### src/rtl/chg_detect_pkg.sv
package chg_detect_pkg;

    typedef enum logic [2:0] {
        PT_UNKNOWN  = 3'd0,
        PT_SDP      = 3'd1,
        PT_DCP      = 3'd2,
        PT_CDP      = 3'd3,
        PT_FLOATING = 3'd4
    } port_type_e;

    typedef enum logic [2:0] {
        ST_IDLE      = 3'd0,
        ST_CONTACT   = 3'd1,
        ST_PRIMARY   = 3'd2,
        ST_SECONDARY = 3'd3,
        ST_FINISH    = 3'd4
    } seq_state_e;

    typedef struct packed {
        logic dm_pulldown;
        logic dp_isrc;
        logic dp_vsrc;
        logic dm_isink;
        logic dm_vsrc;
        logic dp_isink;
    } analog_en_t;

    function automatic int max3(input int a, input int b, input int c);
        int m;
        m = (a > b) ? a : b;
        return (m > c) ? m : c;
    endfunction

    function automatic analog_en_t stage_enables(input seq_state_e st);
        analog_en_t e;
        e = '0;
        case (st)
            ST_CONTACT: begin
                e.dm_pulldown = 1'b1;
                e.dp_isrc     = 1'b1;
            end
            ST_PRIMARY: begin
                e.dp_vsrc  = 1'b1;
                e.dm_isink = 1'b1;
            end
            ST_SECONDARY: begin
                e.dm_vsrc  = 1'b1;
                e.dp_isink = 1'b1;
            end
            default: e = '0;
        endcase
        return e;
    endfunction

endpackage

### src/rtl/chg_tick_timer.sv
module chg_tick_timer #(
    parameter int W = 8
) (
    input  logic         clk,
    input  logic         rst,
    input  logic         run_i,
    input  logic         tick_i,
    input  logic [W-1:0] limit_i,
    output logic         expire_o
);
    logic [W-1:0] cnt_q;

    assign expire_o = run_i && tick_i && (cnt_q == (limit_i - W'(1)));

    always_ff @(posedge clk) begin
        if (rst || !run_i) begin
            cnt_q <= '0;
        end else if (tick_i) begin
            cnt_q <= expire_o ? '0 : cnt_q + W'(1);
        end
    end
endmodule

### src/rtl/chg_enable_decode.sv
module chg_enable_decode
    import chg_detect_pkg::*;
(
    input  seq_state_e state_i,
    output analog_en_t en_o
);
    always_comb begin
        en_o = stage_enables(state_i);
    end
endmodule

### src/rtl/chg_seq_ctrl.sv
module chg_seq_ctrl
    import chg_detect_pkg::*;
#(
    parameter int CONTACT_POLL_MS = 100,
    parameter int CONTACT_POLLS   = 6,
    parameter int PRIMARY_MS      = 40,
    parameter int SECONDARY_MS    = 40,
    parameter int PRIMARY_RETRIES = 2,
    parameter int TW              = 8
) (
    input  logic          clk,
    input  logic          rst,
    input  logic          start_i,
    input  logic          contact_i,
    input  logic          chgport_i,
    input  logic          dedport_i,
    input  logic          expire_i,
    output logic          run_o,
    output logic [TW-1:0] limit_o,
    output seq_state_e    state_o,
    output logic          done_o,
    output port_type_e    result_o
);
    localparam int PW = $clog2(CONTACT_POLLS + 1);
    localparam int RW = $clog2(PRIMARY_RETRIES + 1) < 1 ? 1 : $clog2(PRIMARY_RETRIES + 1);

    seq_state_e state_q;
    logic [PW-1:0] polls_q;
    logic [RW-1:0] retries_q;
    logic          no_contact_q;
    port_type_e    result_q;

    logic last_poll;
    assign last_poll = (polls_q == PW'(CONTACT_POLLS - 1));

    always_comb begin
        case (state_q)
            ST_CONTACT:   limit_o = TW'(CONTACT_POLL_MS);
            ST_PRIMARY:   limit_o = TW'(PRIMARY_MS);
            ST_SECONDARY: limit_o = TW'(SECONDARY_MS);
            default:      limit_o = TW'(1);
        endcase
    end

    assign run_o    = (state_q == ST_CONTACT) || (state_q == ST_PRIMARY) ||
                      (state_q == ST_SECONDARY);
    assign state_o  = state_q;
    assign done_o   = (state_q == ST_FINISH);
    assign result_o = result_q;

    always_ff @(posedge clk) begin
        if (rst) begin
            state_q      <= ST_IDLE;
            polls_q      <= '0;
            retries_q    <= '0;
            no_contact_q <= 1'b0;
            result_q     <= PT_UNKNOWN;
        end else begin
            case (state_q)
                ST_IDLE: begin
                    if (start_i) begin
                        state_q      <= ST_CONTACT;
                        polls_q      <= '0;
                        retries_q    <= '0;
                        no_contact_q <= 1'b0;
                        result_q     <= PT_UNKNOWN;
                    end
                end
                ST_CONTACT: begin
                    if (expire_i) begin
                        if (contact_i || last_poll) begin
                            state_q      <= ST_PRIMARY;
                            no_contact_q <= !contact_i;
                            retries_q    <= '0;
                        end else begin
                            polls_q <= polls_q + PW'(1);
                        end
                    end
                end
                ST_PRIMARY: begin
                    if (expire_i) begin
                        if (chgport_i) begin
                            state_q <= ST_SECONDARY;
                        end else if (no_contact_q) begin
                            state_q  <= ST_FINISH;
                            result_q <= PT_FLOATING;
                        end else if (retries_q == RW'(PRIMARY_RETRIES)) begin
                            state_q  <= ST_FINISH;
                            result_q <= PT_SDP;
                        end else begin
                            retries_q <= retries_q + RW'(1);
                        end
                    end
                end
                ST_SECONDARY: begin
                    if (expire_i) begin
                        state_q  <= ST_FINISH;
                        result_q <= dedport_i ? PT_DCP : PT_CDP;
                    end
                end
                ST_FINISH: state_q <= ST_IDLE;
                default:   state_q <= ST_IDLE;
            endcase
        end
    end
endmodule

### src/rtl/chg_detect_seq.sv
module chg_detect_seq
    import chg_detect_pkg::*;
#(
    parameter int CONTACT_POLL_MS = 100,
    parameter int CONTACT_POLLS   = 6,
    parameter int PRIMARY_MS      = 40,
    parameter int SECONDARY_MS    = 40,
    parameter int PRIMARY_RETRIES = 2
) (
    input  logic       clk,
    input  logic       rst,
    input  logic       start_i,
    input  logic       ms_tick_i,
    input  logic       contact_i,
    input  logic       chgport_i,
    input  logic       dedport_i,
    output logic       en_dm_pulldown_o,
    output logic       en_dp_isrc_o,
    output logic       en_dp_vsrc_o,
    output logic       en_dm_vsrc_o,
    output logic       en_dp_isink_o,
    output logic       en_dm_isink_o,
    output logic       done_o,
    output logic [2:0] port_type_o
);
    localparam int LIM_MAX = max3(CONTACT_POLL_MS, PRIMARY_MS, SECONDARY_MS);
    localparam int TW      = $clog2(LIM_MAX + 1);

    logic          run;
    logic          expire;
    logic [TW-1:0] limit;
    seq_state_e    state;
    port_type_e    result;
    analog_en_t    en;

    chg_tick_timer #(.W(TW)) u_timer (
        .clk      (clk),
        .rst      (rst),
        .run_i    (run),
        .tick_i   (ms_tick_i),
        .limit_i  (limit),
        .expire_o (expire)
    );

    chg_seq_ctrl #(
        .CONTACT_POLL_MS (CONTACT_POLL_MS),
        .CONTACT_POLLS   (CONTACT_POLLS),
        .PRIMARY_MS      (PRIMARY_MS),
        .SECONDARY_MS    (SECONDARY_MS),
        .PRIMARY_RETRIES (PRIMARY_RETRIES),
        .TW              (TW)
    ) u_ctrl (
        .clk       (clk),
        .rst       (rst),
        .start_i   (start_i),
        .contact_i (contact_i),
        .chgport_i (chgport_i),
        .dedport_i (dedport_i),
        .expire_i  (expire),
        .run_o     (run),
        .limit_o   (limit),
        .state_o   (state),
        .done_o    (done_o),
        .result_o  (result)
    );

    chg_enable_decode u_dec (
        .state_i (state),
        .en_o    (en)
    );

    assign en_dm_pulldown_o = en.dm_pulldown;
    assign en_dp_isrc_o     = en.dp_isrc;
    assign en_dp_vsrc_o     = en.dp_vsrc;
    assign en_dm_vsrc_o     = en.dm_vsrc;
    assign en_dp_isink_o    = en.dp_isink;
    assign en_dm_isink_o    = en.dm_isink;
    assign port_type_o      = result;
endmodule

### config.mk
export PLATFORM = sky130hd
export DESIGN_NAME = chg_detect_seq
export DESIGN_NICKNAME = d
export VERILOG_FILES = /design/src/rtl/chg_detect_pkg.sv /design/src/rtl/chg_tick_timer.sv /design/src/rtl/chg_enable_decode.sv /design/src/rtl/chg_seq_ctrl.sv /design/src/rtl/chg_detect_seq.sv
export SDC_FILE = /design/constraint.sdc
export NUM_CORES = 1
export LEC_CHECK = 0
export BUFFER_PORTS_ARGS = -buffer_cell sky130_fd_sc_hd__buf_2
export CAP_MARGIN = 25
export CORE_MARGIN = 10
export CORE_UTILIZATION = 55
export CTS_CLUSTER_SIZE = 28
export DETAILED_ROUTE_END_ITERATION = 8
export GPL_TIMING_DRIVEN = 0
export PLACE_DENSITY = 0.76
export SLEW_MARGIN = 20
export SYNTH_ARGS = -nofsm -noshare
export SYNTH_HDL_FRONTEND = slang
export SYNTH_HIERARCHICAL = 1
export SYNTH_SLANG_ARGS = --single-unit
### constraint.sdc
create_clock -name clk -period 6.8 [get_ports clk]
set_input_delay 0.68 -clock clk [delete_from_list [all_inputs] [get_ports clk]]
set_output_delay 0.68 -clock clk [all_outputs]
set_load 0.02 [all_outputs]
==> reports/metrics.csv <==
stage,metric,value,unit
run_status,outcome,finished clean,
synthesis,Netlist cell types,51,
setup_path,CP Cell Sequence,"buf_6, clkbuf_1, nor2_1, nor2_1, inv_1, inv_1, ha_1, nor3b_1, xnor2_1, nor4_1, o31a_1, buf_6, mux2i_1, a2111oi_2, nor2_1, mux2_2",
cts,htree depth,1,
floorplan,initial core utilization,57.6,%
cts,hold_buf cts,0,
cts,Worst-path clk slew,0.11,ns
final_layout,share of cells above drive strength 1,21.1,%
run,MaxCap Viol Count,0,
pwr,Clock power frac,11.7,%
setup_path,biggest cell delay along the critical path,0.49,ns
setup_path,"Req. time, crit path",6.99,ns
cts,Post-CTS Resized,0,
pwr,Combinational Power Share,60.9,%
sta,setup TNS,0,ns
final_layout,Fillers,220,
floorplan,core area,0.00245,sq mm
final_layout,Final nets,198,
cts,Root Buffer,clkbuf_4,
global_route,first-pass GRT wire length,5.41,mm
setup_path,reg2reg start,u_ctrl/state_o[0]$_SDFFE_PP0P_,
synthesis,register bit total from synthesis,19,
placement,IO Port Bufs,16,
setup_path,CP arrival,4.24,ns
cts,CTS sink cnt,19,
pwr,sw frac,44.8,%
setup_path,critical path class,flip-flop to flip-flop,
synthesis,synthesized area,0.00141,sq mm
cts,clk buf depth,2,
cts,TritonCTS clock tree,yes,
setup_path,Crit. Startpoint,u_ctrl/state_o[0]$_SDFFE_PP0P_,
final_layout,Ant. Diodes,0,
sta,endpoints failing setup,0,
global_route,antenna violations before repair,0,
detailed_routing,Detail Route Antenna Nets,0,
sta,Final Critical Period,4.05,ns
pwr,Leak,0.656,nW
sta,Fin. Hold Viols,0,
setup_path,Register-to-Register Path Depth,16,
placement,post-detail-place hpwl,2.43,mm
pwr,Sequential Power Share,27.4,%
sta,final period utilization,59.5,%
sta,RSZ-0062 raised after global routing,false,
detailed_routing,via count,1222,
placement,placed cell area,0.00154,sq mm
pwr,Internal,268,uW
setup_path,CP max FO,13,
detailed_routing,drt pass-1 iters,4,
detailed_routing,DRC Markers,0,
pwr,NetSw,217,uW
synthesis,sequential area share after synthesis,26.9,%
global_route,gr usage total,12.3,%
cts,Clock Latency Late Sink,0.29,ns
synthesis,Post-synth EDFFs,0,
detailed_routing,DRT iter0 DRCs,107,
setup_path,reg-to-reg endpoint,u_ctrl/polls_q[0]$_SDFFE_PP0P_,
synthesis,Synth async-reset ratio,0,%
setup_path,CP most frequent cell,nor2_1,
sta,max-slew violation count,0,
synthesis,Ys Warns,6,
sta,FMAX,247,MHz
floorplan,num rows,18,
floorplan,Die ar.,0.00500,sq mm
placement,Final Wtd Congestion,0.845,
detailed_routing,routed wire length,3.11,mm
final_layout,synthesis-to-finish area growth,10.4,%
global_route,GR Overflow Total,0,
detailed_routing,WL per Instance,14.5,microns
synthesis,top_reg_cell synth,dfxtp_1,
setup_path,startpoint types,flip-flop,
final_layout,Layout Cell Area excl Fill,0.00156,sq mm
cts,Num CTS Buffers,3,
global_route,number of global-route vias before repair,1192,
floorplan,total I/O pin count,17,
synthesis,syn_area_per_cell,8.62,sq um
pwr,VDD IR max,0.000186,V
worst_hold_path,worst min path class,flip-flop to flip-flop,
sta,Clock Skew,0.00291,ns
floorplan,die width,70.7,microns
setup_path,Worst Setup EP,u_ctrl/polls_q[0]$_SDFFE_PP0P_,
floorplan,chip height,70.7,microns
setup_path,CP max stage cell,a2111oi_2,
synthesis,Syn Inst Count,164,
detailed_routing,Vias/cell,5.68,
pwr,PD cells,311,mW/mm^2
cts,Setup Buffers After CTS,0,
global_route,largest net degree at the start of global routing,14,
setup_path,worst reg2reg setup slack,2.75,ns
setup_path,Setup crit end kind,flip-flop,
power by group through the flow:
stage / Clock [mW] / Combinational [mW] / Sequential, mW
finish: 0.0567 / 0.295 / 0.133
global route: 0.0636 / 0.321 / 0.136
CTS: 0.0601 / 0.294 / 0.133
detailed placement: 0 / 0.293 / 0.136
global placement: 0 / 0.281 / 0.135
floorplan: 0 / 0.234 / 0.134
flip-flops by register name (all words and copies together) (netlist names):
name	flops
u_ctrl/no_contact_q	1
u_ctrl/polls_q	3
u_ctrl/result_o	3
u_ctrl/state_o	3
u_timer/cnt_q	7
u_ctrl/retries_q	2
critical path, delay by kind of cell, from the launching register on:
family                   cells  cell delay [ns]
AO/OA/AOI/OAI                2             0.71
XOR/XNOR                     1             0.10
adder cells (fa/ha/maj)      1             0.27
buffers and inverters        5             0.94
flip-flops                   1             0.40
multiplexers                 2             0.43
AND/OR/NAND/NOR              5             1.10
cell usage in the layout (no fill, tap or decap), types with 3 or more instances in the layout:
cell | netlist | layout
nor2b_1 | 4 | 4
nor3b_1 | 5 | 5
nand4b_1 | 3 | 3
mux2i_1 | 5 | 5
buf_2 | 1 | 17
dfxtp_1 | 19 | 19
xor2_1 | 3 | 3
a21oi_1 | 4 | 4
nor4_1 | 5 | 5
clkbuf_4 | 0 | 3
buf_4 | 6 | 6
ha_1 | 5 | 5
nand2_1 | 16 | 16
clkbuf_1 | 4 | 5
xnor2_1 | 12 | 12
nor2_1 | 14 | 14
inv_1 | 8 | 8
nand4_1 | 4 | 4
cell usage after synthesis, types with 2 or more instances:
cell,count,share of area (%)
nand4_1,4,1.8
o211a_1,2,1.4
inv_1,8,2.1
or3b_1,2,1.2
mux2i_1,5,3.5
nor3_1,2,0.71
nand4b_1,3,1.9
ha_1,5,4.4
o31ai_1,2,1.1
nand3_1,2,0.71
clkbuf_1,4,1.1
nor3b_1,5,2.7
buf_6,2,1.6
nand2_1,16,4.2
o211ai_1,2,1.1
xnor2_1,12,7.4
nand2b_1,2,0.88
xor2_1,3,1.9
a21o_1,2,1.1
dfxtp_1,19,27
nor2_1,14,3.7
a21oi_1,4,1.4
nor2b_1,4,1.8
or4_1,2,1.1
a31o_2,2,1.2
nor4_1,5,2.2
o21ai_0,2,0.71
buf_4,6,3.2
cell type report:
type                       count  area (sq um)  share of cell area [%]
inverter                       8          30.0                    1.92
clock buffer                   4          26.3                    1.68
timing repair buffer          16          80.1                    5.13
buffer                        13          87.6                    5.61
tap                           30          37.5                    2.40
sequential                    19           380                    24.4
multi-input combinational    125           920                    58.9
cells by family (layout without fill, tap and decap cells):
kind of cell	count (synthesis)	count (layout)	synth area share, %
XOR/XNOR	15	15	9.29
other	1	2	0.265
flip-flops	19	19	26.9
AO/OA/AOI/OAI	26	26	16.5
multiplexers	6	6	4.34
AND/OR/NAND/NOR	71	71	29.9
buffers and inverters	21	41	8.32
adder cells (fa/ha/maj)	5	5	4.42
routing by layer:
layer  share of wire, %  track usage (%)  vias to the layer above
met5                  0                0                        -
met4               0.64             3.23                        0
met3                3.7             1.67                        4
met2                 53             22.6                       29
met1                 43             14.3                      565
li1                   -                -                      624
through the flow:
stage	worst slack [ns]	cells	hold slack [ns]	util, %	power [mW]
floorplan	3.36	165	0.419	-	0.368
global placement	2.97	211	0.449	62.5	0.416
detailed placement	2.80	211	0.455	62.5	0.429
CTS	2.75	215	0.481	63.6	0.488
global route	2.30	215	0.523	63.6	0.520
finish	2.75	215	0.468	63.6	0.485
worst min-delay path by stage:
stage,start,endpoint,slack [ns],depth (start not counted)
after floorplan,u_ctrl/polls_q[2]$_SDFFE_PP0P_,u_ctrl/polls_q[2]$_SDFFE_PP0P_,0.42,1
after global placement,u_ctrl/polls_q[2]$_SDFFE_PP0P_,u_ctrl/polls_q[2]$_SDFFE_PP0P_,0.45,1
after detailed placement,u_ctrl/polls_q[2]$_SDFFE_PP0P_,u_ctrl/polls_q[2]$_SDFFE_PP0P_,0.46,1
after CTS,u_ctrl/polls_q[2]$_SDFFE_PP0P_,u_ctrl/polls_q[2]$_SDFFE_PP0P_,0.48,1
after global routing,u_ctrl/polls_q[2]$_SDFFE_PP0P_,u_ctrl/polls_q[2]$_SDFFE_PP0P_,0.52,1
final,u_ctrl/polls_q[2]$_SDFFE_PP0P_,u_ctrl/polls_q[2]$_SDFFE_PP0P_,0.47,1
Note: power is estimated with default switching activity, not from simulation.
